**config.mk**
```make
export PLATFORM = sky130hd
export DESIGN_NAME = asn_tlb
export DESIGN_NICKNAME = d
export VERILOG_FILES = /design/src/rtl/tlb_pkg.sv /design/src/rtl/tlb_match.sv /design/src/rtl/tlb_ptr.sv /design/src/rtl/tlb_store.sv /design/src/rtl/asn_tlb.sv
export SDC_FILE = /design/constraint.sdc
export NUM_CORES = 2
export LEC_CHECK = 0
export BUFFER_PORTS_ARGS = -buffer_cell sky130_fd_sc_hd__buf_2
export CAP_MARGIN = 40
export CORE_MARGIN = 4
export CORE_UTILIZATION = 57
export CTS_CLUSTER_DIAMETER = 30
export DETAILED_ROUTE_END_ITERATION = 10
export PLACE_DENSITY = 0.76
export REMOVE_ABC_BUFFERS = 1
export SYNTH_ARGS = -nofsm -noshare
export SYNTH_HDL_FRONTEND = slang
export SYNTH_HIERARCHICAL = 1
export SYNTH_SLANG_ARGS = --single-unit
```
**constraint.sdc**
```tcl
create_clock -name clk -period 3.5 [get_ports clk]
set_clock_uncertainty 0.1 [all_clocks]
set_input_delay 0.35 -clock clk [delete_from_list [all_inputs] [get_ports clk]]
set_output_delay 0.35 -clock clk [all_outputs]
set_load 0.005 [all_outputs]
```
**src/rtl/tlb_pkg.sv**
```systemverilog
// Shared widths and the slot record of the translation buffer.
// Assumes every instance of the buffer uses these field widths.
package tlb_pkg;
    localparam int VPN_W = 20;
    localparam int PPN_W = 22;
    localparam int ASN_W = 8;
    localparam int MODES = 4;

    typedef struct packed {
        logic             valid;
        logic [VPN_W-1:0] vpn;
        logic [PPN_W-1:0] ppn;
        logic [ASN_W-1:0] asn;
        logic             glob;
        logic [MODES-1:0] rd_en;
        logic [MODES-1:0] wr_en;
        logic             flt_rd;
        logic             flt_wr;
    } tlb_entry_t;
endpackage

```
**src/rtl/tlb_match.sv**
```systemverilog
// Compares one page/identifier pair against every slot and picks the
// lowest matching index. Purely combinational; assumes ENTRIES >= 2.
module tlb_match #(
    parameter int ENTRIES = 16,
    parameter int VPN_W   = tlb_pkg::VPN_W,
    parameter int ASN_W   = tlb_pkg::ASN_W,
    localparam int IW     = $clog2(ENTRIES)
) (
    input  logic [ENTRIES-1:0]            vld,
    input  logic [ENTRIES-1:0][VPN_W-1:0] tags,
    input  logic [ENTRIES-1:0][ASN_W-1:0] asns,
    input  logic [ENTRIES-1:0]            globs,
    input  logic [VPN_W-1:0]              key_vpn,
    input  logic [ASN_W-1:0]              key_asn,
    output logic [ENTRIES-1:0]            hit_vec,
    output logic                          any,
    output logic [IW-1:0]                 idx
);
    // Per-slot compare: tag equal and (global or same identifier).
    for (genvar g = 0; g < ENTRIES; g++) begin : g_cmp
        assign hit_vec[g] = vld[g] && (tags[g] == key_vpn) &&
                            (globs[g] || (asns[g] == key_asn));
    end

    assign any = |hit_vec;

    // Priority encoder: scanning downward leaves the lowest match.
    always_comb begin
        idx = '0;
        for (int i = ENTRIES - 1; i >= 0; i--) begin
            if (hit_vec[i]) idx = IW'(i);
        end
    end
endmodule

```
**src/rtl/tlb_ptr.sv**
```systemverilog
// Rotating replacement pointer. Clear wins over step; a step adds one
// and wraps at ENTRIES-1. Assumes step is already gated by the caller.
module tlb_ptr #(
    parameter int ENTRIES = 16,
    localparam int IW     = $clog2(ENTRIES),
    localparam logic [IW-1:0] LAST = IW'(ENTRIES - 1)
) (
    input  logic          clk,
    input  logic          rst_n,
    input  logic          clear,
    input  logic          step,
    output logic [IW-1:0] ptr
);
    // Pointer register: reset/clear to 0, otherwise step with wrap.
    always_ff @(posedge clk) begin
        if (!rst_n || clear) ptr <= '0;
        else if (step)       ptr <= (ptr == LAST) ? '0 : ptr + 1'b1;
    end

    p_clear_zero_r6: assert property (@(posedge clk) disable iff (!rst_n)
        clear |=> (ptr == '0));
    p_step_wrap_r4: assert property (@(posedge clk) disable iff (!rst_n)
        (!clear && step) |=>
            (ptr == (($past(ptr) == LAST) ? '0 : $past(ptr) + 1'b1)));
    p_hold_r10: assert property (@(posedge clk) disable iff (!rst_n)
        (!clear && !step) |=> $stable(ptr));
endmodule

```
**src/rtl/tlb_store.sv**
```systemverilog
// Slot array. Applies flush-all, process flush and a per-slot kill
// vector, or else one accepted write. Assumes wr_en is already
// suppressed by the caller whenever any flush is active.
module tlb_store #(
    parameter int ENTRIES = 16,
    localparam int IW     = $clog2(ENTRIES)
) (
    input  logic                                clk,
    input  logic                                rst_n,
    input  logic                                wr_en,
    input  logic [IW-1:0]                       wr_idx,
    input  tlb_pkg::tlb_entry_t                 wr_data,
    input  logic                                fl_all,
    input  logic                                fl_proc,
    input  logic [ENTRIES-1:0]                  kill_vec,
    output tlb_pkg::tlb_entry_t [ENTRIES-1:0]   slots
);
    logic [ENTRIES-1:0] vld_vec;
    logic [ENTRIES-1:0] glob_vec;

    for (genvar g = 0; g < ENTRIES; g++) begin : g_slot
        assign vld_vec[g]  = slots[g].valid;
        assign glob_vec[g] = slots[g].glob;

        // Slot register: reset, invalidate, or take the new record.
        always_ff @(posedge clk) begin
            if (!rst_n) begin
                slots[g] <= '0;
            end else if (fl_all) begin
                slots[g].valid <= 1'b0;
            end else if ((fl_proc && !slots[g].glob) || kill_vec[g]) begin
                slots[g].valid <= 1'b0;
            end else if (wr_en && (wr_idx == IW'(g))) begin
                slots[g]       <= wr_data;
                slots[g].valid <= 1'b1;
            end
        end
    end

    p_wipe_r6: assert property (@(posedge clk) disable iff (!rst_n)
        fl_all |=> (vld_vec == '0));
    p_no_new_valid_r9: assert property (@(posedge clk) disable iff (!rst_n)
        (fl_all || fl_proc || (|kill_vec)) |=> ((vld_vec & ~$past(vld_vec)) == '0));
    p_global_kept_r7: assert property (@(posedge clk) disable iff (!rst_n)
        (fl_proc && !fl_all && (kill_vec == '0)) |=>
            ((vld_vec & glob_vec) == $past(vld_vec & glob_vec)));
    p_written_valid_r4: assert property (@(posedge clk) disable iff (!rst_n)
        wr_en |=> vld_vec[$past(wr_idx)]);
endmodule

```
**src/rtl/asn_tlb.sv**
```systemverilog
// Fully associative translation buffer tagged with address-space
// identifiers. Lookup is matched combinationally and registered; insert
// goes to a rotating pointer; three flush kinds; a read port shows the
// pointer slot. Assumes ENTRIES is a power of two, at least 2.
module asn_tlb #(
    parameter int ENTRIES = 16,
    parameter int VPN_W   = tlb_pkg::VPN_W,
    parameter int PPN_W   = tlb_pkg::PPN_W,
    parameter int ASN_W   = tlb_pkg::ASN_W,
    parameter int MODES   = tlb_pkg::MODES,
    localparam int IW     = $clog2(ENTRIES)
) (
    input  logic             clk,
    input  logic             rst_n,
    input  logic             lk_req,
    input  logic [VPN_W-1:0] lk_vpn,
    input  logic [ASN_W-1:0] lk_asn,
    output logic             lk_hit,
    output logic [IW-1:0]    lk_idx,
    output logic [PPN_W-1:0] lk_ppn,
    output logic [MODES-1:0] lk_rd_en,
    output logic [MODES-1:0] lk_wr_en,
    output logic             lk_flt_rd,
    output logic             lk_flt_wr,
    output logic             lk_glob,
    input  logic             ins_en,
    input  logic [VPN_W-1:0] ins_vpn,
    input  logic [PPN_W-1:0] ins_ppn,
    input  logic [ASN_W-1:0] ins_asn,
    input  logic             ins_glob,
    input  logic [MODES-1:0] ins_rd_en,
    input  logic [MODES-1:0] ins_wr_en,
    input  logic             ins_flt_rd,
    input  logic             ins_flt_wr,
    input  logic             fl_all,
    input  logic             fl_proc,
    input  logic             fl_addr,
    input  logic [VPN_W-1:0] fl_vpn,
    input  logic [ASN_W-1:0] fl_asn,
    input  logic             nu_adv,
    output logic [IW-1:0]    nu_idx,
    output logic             nu_valid,
    output logic [VPN_W-1:0] nu_vpn,
    output logic [PPN_W-1:0] nu_ppn,
    output logic [ASN_W-1:0] nu_asn,
    output logic             nu_glob
);
    import tlb_pkg::*;

    tlb_entry_t [ENTRIES-1:0]            slots;
    logic       [ENTRIES-1:0]            vld;
    logic       [ENTRIES-1:0]            globs;
    logic       [ENTRIES-1:0][VPN_W-1:0] tags;
    logic       [ENTRIES-1:0][ASN_W-1:0] asns;

    logic [ENTRIES-1:0] lk_vec, fl_vec;
    logic               lk_any, fl_any_hit;
    logic [IW-1:0]      lk_sel, fl_sel;
    logic               any_flush, ins_ok;
    logic [IW-1:0]      ptr;
    tlb_entry_t         new_rec;
    tlb_entry_t         win;

    // Split slot records into the vectors the matchers compare.
    for (genvar g = 0; g < ENTRIES; g++) begin : g_split
        assign vld[g]   = slots[g].valid;
        assign globs[g] = slots[g].glob;
        assign tags[g]  = slots[g].vpn;
        assign asns[g]  = slots[g].asn;
    end

    // Any flush blocks the insert of the same cycle.
    assign any_flush = fl_all || fl_proc || fl_addr;
    assign ins_ok    = ins_en && !any_flush;

    // Record assembled from the insert inputs.
    always_comb begin
        new_rec        = '0;
        new_rec.valid  = 1'b1;
        new_rec.vpn    = ins_vpn;
        new_rec.ppn    = ins_ppn;
        new_rec.asn    = ins_asn;
        new_rec.glob   = ins_glob;
        new_rec.rd_en  = ins_rd_en;
        new_rec.wr_en  = ins_wr_en;
        new_rec.flt_rd = ins_flt_rd;
        new_rec.flt_wr = ins_flt_wr;
    end

    tlb_match #(.ENTRIES(ENTRIES), .VPN_W(VPN_W), .ASN_W(ASN_W)) u_lk_match (
        .vld(vld), .tags(tags), .asns(asns), .globs(globs),
        .key_vpn(lk_vpn), .key_asn(lk_asn),
        .hit_vec(lk_vec), .any(lk_any), .idx(lk_sel)
    );

    tlb_match #(.ENTRIES(ENTRIES), .VPN_W(VPN_W), .ASN_W(ASN_W)) u_fl_match (
        .vld(vld), .tags(tags), .asns(asns), .globs(globs),
        .key_vpn(fl_vpn), .key_asn(fl_asn),
        .hit_vec(fl_vec), .any(fl_any_hit), .idx(fl_sel)
    );

    tlb_ptr #(.ENTRIES(ENTRIES)) u_ptr (
        .clk(clk), .rst_n(rst_n),
        .clear(fl_all), .step(ins_ok || nu_adv), .ptr(ptr)
    );

    tlb_store #(.ENTRIES(ENTRIES)) u_store (
        .clk(clk), .rst_n(rst_n),
        .wr_en(ins_ok), .wr_idx(ptr), .wr_data(new_rec),
        .fl_all(fl_all), .fl_proc(fl_proc),
        .kill_vec(fl_addr ? fl_vec : '0),
        .slots(slots)
    );

    // Winning slot, or an all-zero record on a miss or idle request.
    assign win = (lk_req && lk_any) ? slots[lk_sel] : '0;

    // Lookup result register: one cycle after the request.
    always_ff @(posedge clk) begin
        if (!rst_n) begin
            lk_hit    <= 1'b0;
            lk_idx    <= '0;
            lk_ppn    <= '0;
            lk_rd_en  <= '0;
            lk_wr_en  <= '0;
            lk_flt_rd <= 1'b0;
            lk_flt_wr <= 1'b0;
            lk_glob   <= 1'b0;
        end else begin
            lk_hit    <= lk_req && lk_any;
            lk_idx    <= (lk_req && lk_any) ? lk_sel : '0;
            lk_ppn    <= win.ppn;
            lk_rd_en  <= win.rd_en;
            lk_wr_en  <= win.wr_en;
            lk_flt_rd <= win.flt_rd;
            lk_flt_wr <= win.flt_wr;
            lk_glob   <= win.glob;
        end
    end

    // Read port: the slot under the replacement pointer.
    assign nu_idx   = ptr;
    assign nu_valid = slots[ptr].valid;
    assign nu_vpn   = slots[ptr].vpn;
    assign nu_ppn   = slots[ptr].ppn;
    assign nu_asn   = slots[ptr].asn;
    assign nu_glob  = slots[ptr].glob;

    p_idle_miss_r11: assert property (@(posedge clk) disable iff (!rst_n)
        !lk_req |=> !lk_hit);
    p_lowest_wins_r3: assert property (@(posedge clk) disable iff (!rst_n)
        lk_any |-> (lk_vec[lk_sel] &&
                    ((lk_vec & ((ENTRIES'(1) << lk_sel) - 1'b1)) == '0)));
    p_flush_hit_gone_r8: assert property (@(posedge clk) disable iff (!rst_n)
        (fl_addr && fl_any_hit) |=> !vld[$past(fl_sel)]);
endmodule

```
==> metrics <==
HP Class input pin to flop; Syn. warnings 6; H-tree depth 4; CTS tree yes; Worst EP required 4.05 ns; delay-heaviest family, CP simple AND/OR/NAND/NOR gates; I/O Pins 219; initial core utilization 0.575; crit start category flop; HPWL Detailed between 150 and 200 mm; vias per cell approximately 6.6; final worst-path setup slack -0.692 ns; Clk pwr share 0.620; FF+latch area approximately 21000 um2; Setup WS pre-CTS -1.07 ns; DRT Pass-1 Iters 9; Die Area 106000 um2; placed cell area about 66000 um2; first-pass GRT wire length around 360 mm; CTS Buf Count roughly 220; Cells after Synth around 5600; sequential power share 0.322; Psw around 9 mW; leftover overflow at the end of global routing 0; crit path cell chain xor2_1, nor4_2, buf_4, nand4_1, or4_4, o21bai_4, a21oi_2, o21ai_1, a211oi_2, o22ai_4, buf_12, buf_6, buf_8, mux4_2, mux2i_1, o211ai_1; Core ar. between 100000 and 150000 um2; final std cells w/o fill 8095; clock slew at reported path FFs 0.05 ns; die height 326 um; RSZ-0062 raised after global routing true; DRC 0; Skew-Pair Late Insertion Delay roughly 0.82 ns; initial antenna violation count 16; Gate power share 0.058; Vias between 50000 and 60000; CTS root buf clkbuf_16; Final Hold Vio Count 0; CTS Buffer Depth 3; nets 6656; critical path class flop to flop; Final setup viols 33; Final Cell Area roughly 76000 um2; Avg Cell Area, Syn between 10 and 15 um2; Multi-input gate area 34500 um2; Sw Ratio 0.250; synthesized area approximately 58000 um2; gr usage total 0.461; relative max-transition margin 0.353; Peak VDD IR 0.425 mV; Worst-Margin Slew 0.968 ns; status complete, but fails checks; P&R area growth vs syn 31.5%; max cap viols 0; CTS sink cnt 1034; fin crit share 1.20; Final min period 4.19 ns; Worst Path Max Fanout 9; fmax 239 MHz; remaining antenna violation count after routing 0; PortBufs 218; largest net degree at the start of global routing 73; Buf+Inv Stages, Crit Path 4; internal power between 20 and 30 mW; RePlAce Congestion between 1 and 1.5; Post-Route WL 257 mm; CP arrival about 4.7 ns; # fillers approximately 6400; row cnt between 100 and 150; WHS roughly 0.064 ns; vias in the first global route ~54000; Power per Cell Area about 480 nW/um2; mean routed wirelength per cell between 30 and 40 um; layout cell share with drive strength beyond 1 0.304; Pleak roughly 37 nW; Final Max Slew Viols 0; violated checks setup timing; CP max stage delay 0.64 ns; Crit-path slowest cell or4_4; CP Capture Type flop; die width approximately 330 um; First DRT Iteration DRCs a little over 8000; DP Cell Count ~7600
==> power groups by stage <==
stage	sequential (mW)	combinational, mW	clock [mW]
global placement	12.1	1.95	0
CTS	11.8	2.02	22.7
global route	11.8	2.16	23.3
finish	11.8	2.14	22.8
floorplan	12.1	0.671	0
detailed placement	12.1	1.96	0
==> placed cells by master, fill, tap and decap left out, types with 18 or more instances in the layout <==
| cell type | n |
|---|---|
| a21oi_1 | 47 |
| a22oi_1 | 104 |
| and2_1 | 18 |
| buf_12 | 120 |
| buf_2 | 217 |
| buf_4 | 834 |
| bufinv_16 | 36 |
| clkbuf_16 | 229 |
| clkbuf_8 | 22 |
| clkinv_2 | 33 |
| clkinvlp_4 | 25 |
| dfxtp_1 | 1029 |
| inv_6 | 40 |
| mux2i_1 | 1007 |
| mux4_2 | 340 |
| nand2_1 | 1097 |
| nand3_1 | 54 |
| nand3b_1 | 33 |
| nand4_1 | 34 |
| nor3_1 | 45 |
| nor4_1 | 197 |
| o211ai_1 | 32 |
| xnor2_1 | 40 |
| xor2_1 | 857 |
==> metrics by stage <==
stage                     power [mW]   util  setup TNS (ns)
after global placement          14.0  0.661          -42.08
after detailed placement        14.0  0.662          -34.82
final                           36.7  0.756          -17.85
after global routing            37.3  0.756          -20.72
after floorplan                 12.8      -        -9292.20
after CTS                       36.5  0.754          -15.70
==> cell type report <==
cell class,count,share of cell area
Inverter,9,0.000446
Clock inverter,168,0.0288
Clock buffer,254,0.0786
Sequential cell,1034,0.273
Antenna cell,10,0.000330
Timing Repair Buffer,1222,0.141
Multi-Input combinational cell,4041,0.455
Tap cell,1357,0.0224
==> registers in the layout, indices dropped and copies added, names as in the netlist <==
register,flops
lk_ppn,22
lk_flt_rd,1
lk_flt_wr,1
lk_idx,4
lk_glob,1
u_store/slots,992
lk_rd_en,4
u_ptr/ptr,4
lk_hit,1
lk_wr_en,4
==> repair_timing <==
item,CTS,global route
endpoints found under the hold margin,78,0
pin swaps,17,14
endpoints found under the setup margin,71,53
resized for setup,49,38
setup buffers,29,14
gates cloned,15,4
hold buffers,10,0
==> layer usage <==
layer | track usage | routed length (um)
met1 | 0.580 | 91200
met2 | 0.688 | 109000
met3 | 0.139 | 34900
met4 | 0.305 | 21700
met5 | 0 | 50
==> final timing paths <==
path                                          from                  to  slack, ns  cells past startpoint
worst min-delay path                   ins_ppn[19]  u_store/slots[472]       0.06                      3
worst min register to register   u_store/slots[62]   u_store/slots[62]       0.36                      2
worst max register to register  u_store/slots[982]         lk_wr_en[1]      -0.69                     16
worst max-delay path            u_store/slots[982]         lk_wr_en[1]      -0.69                     16
==> worst min-delay path, cell delays in order <==
cell and delay (ns):
buf_2 0.08, nand2_1 0.29, mux2i_1 0.22
No activity file was read; power rests on OpenSTA's default activity.
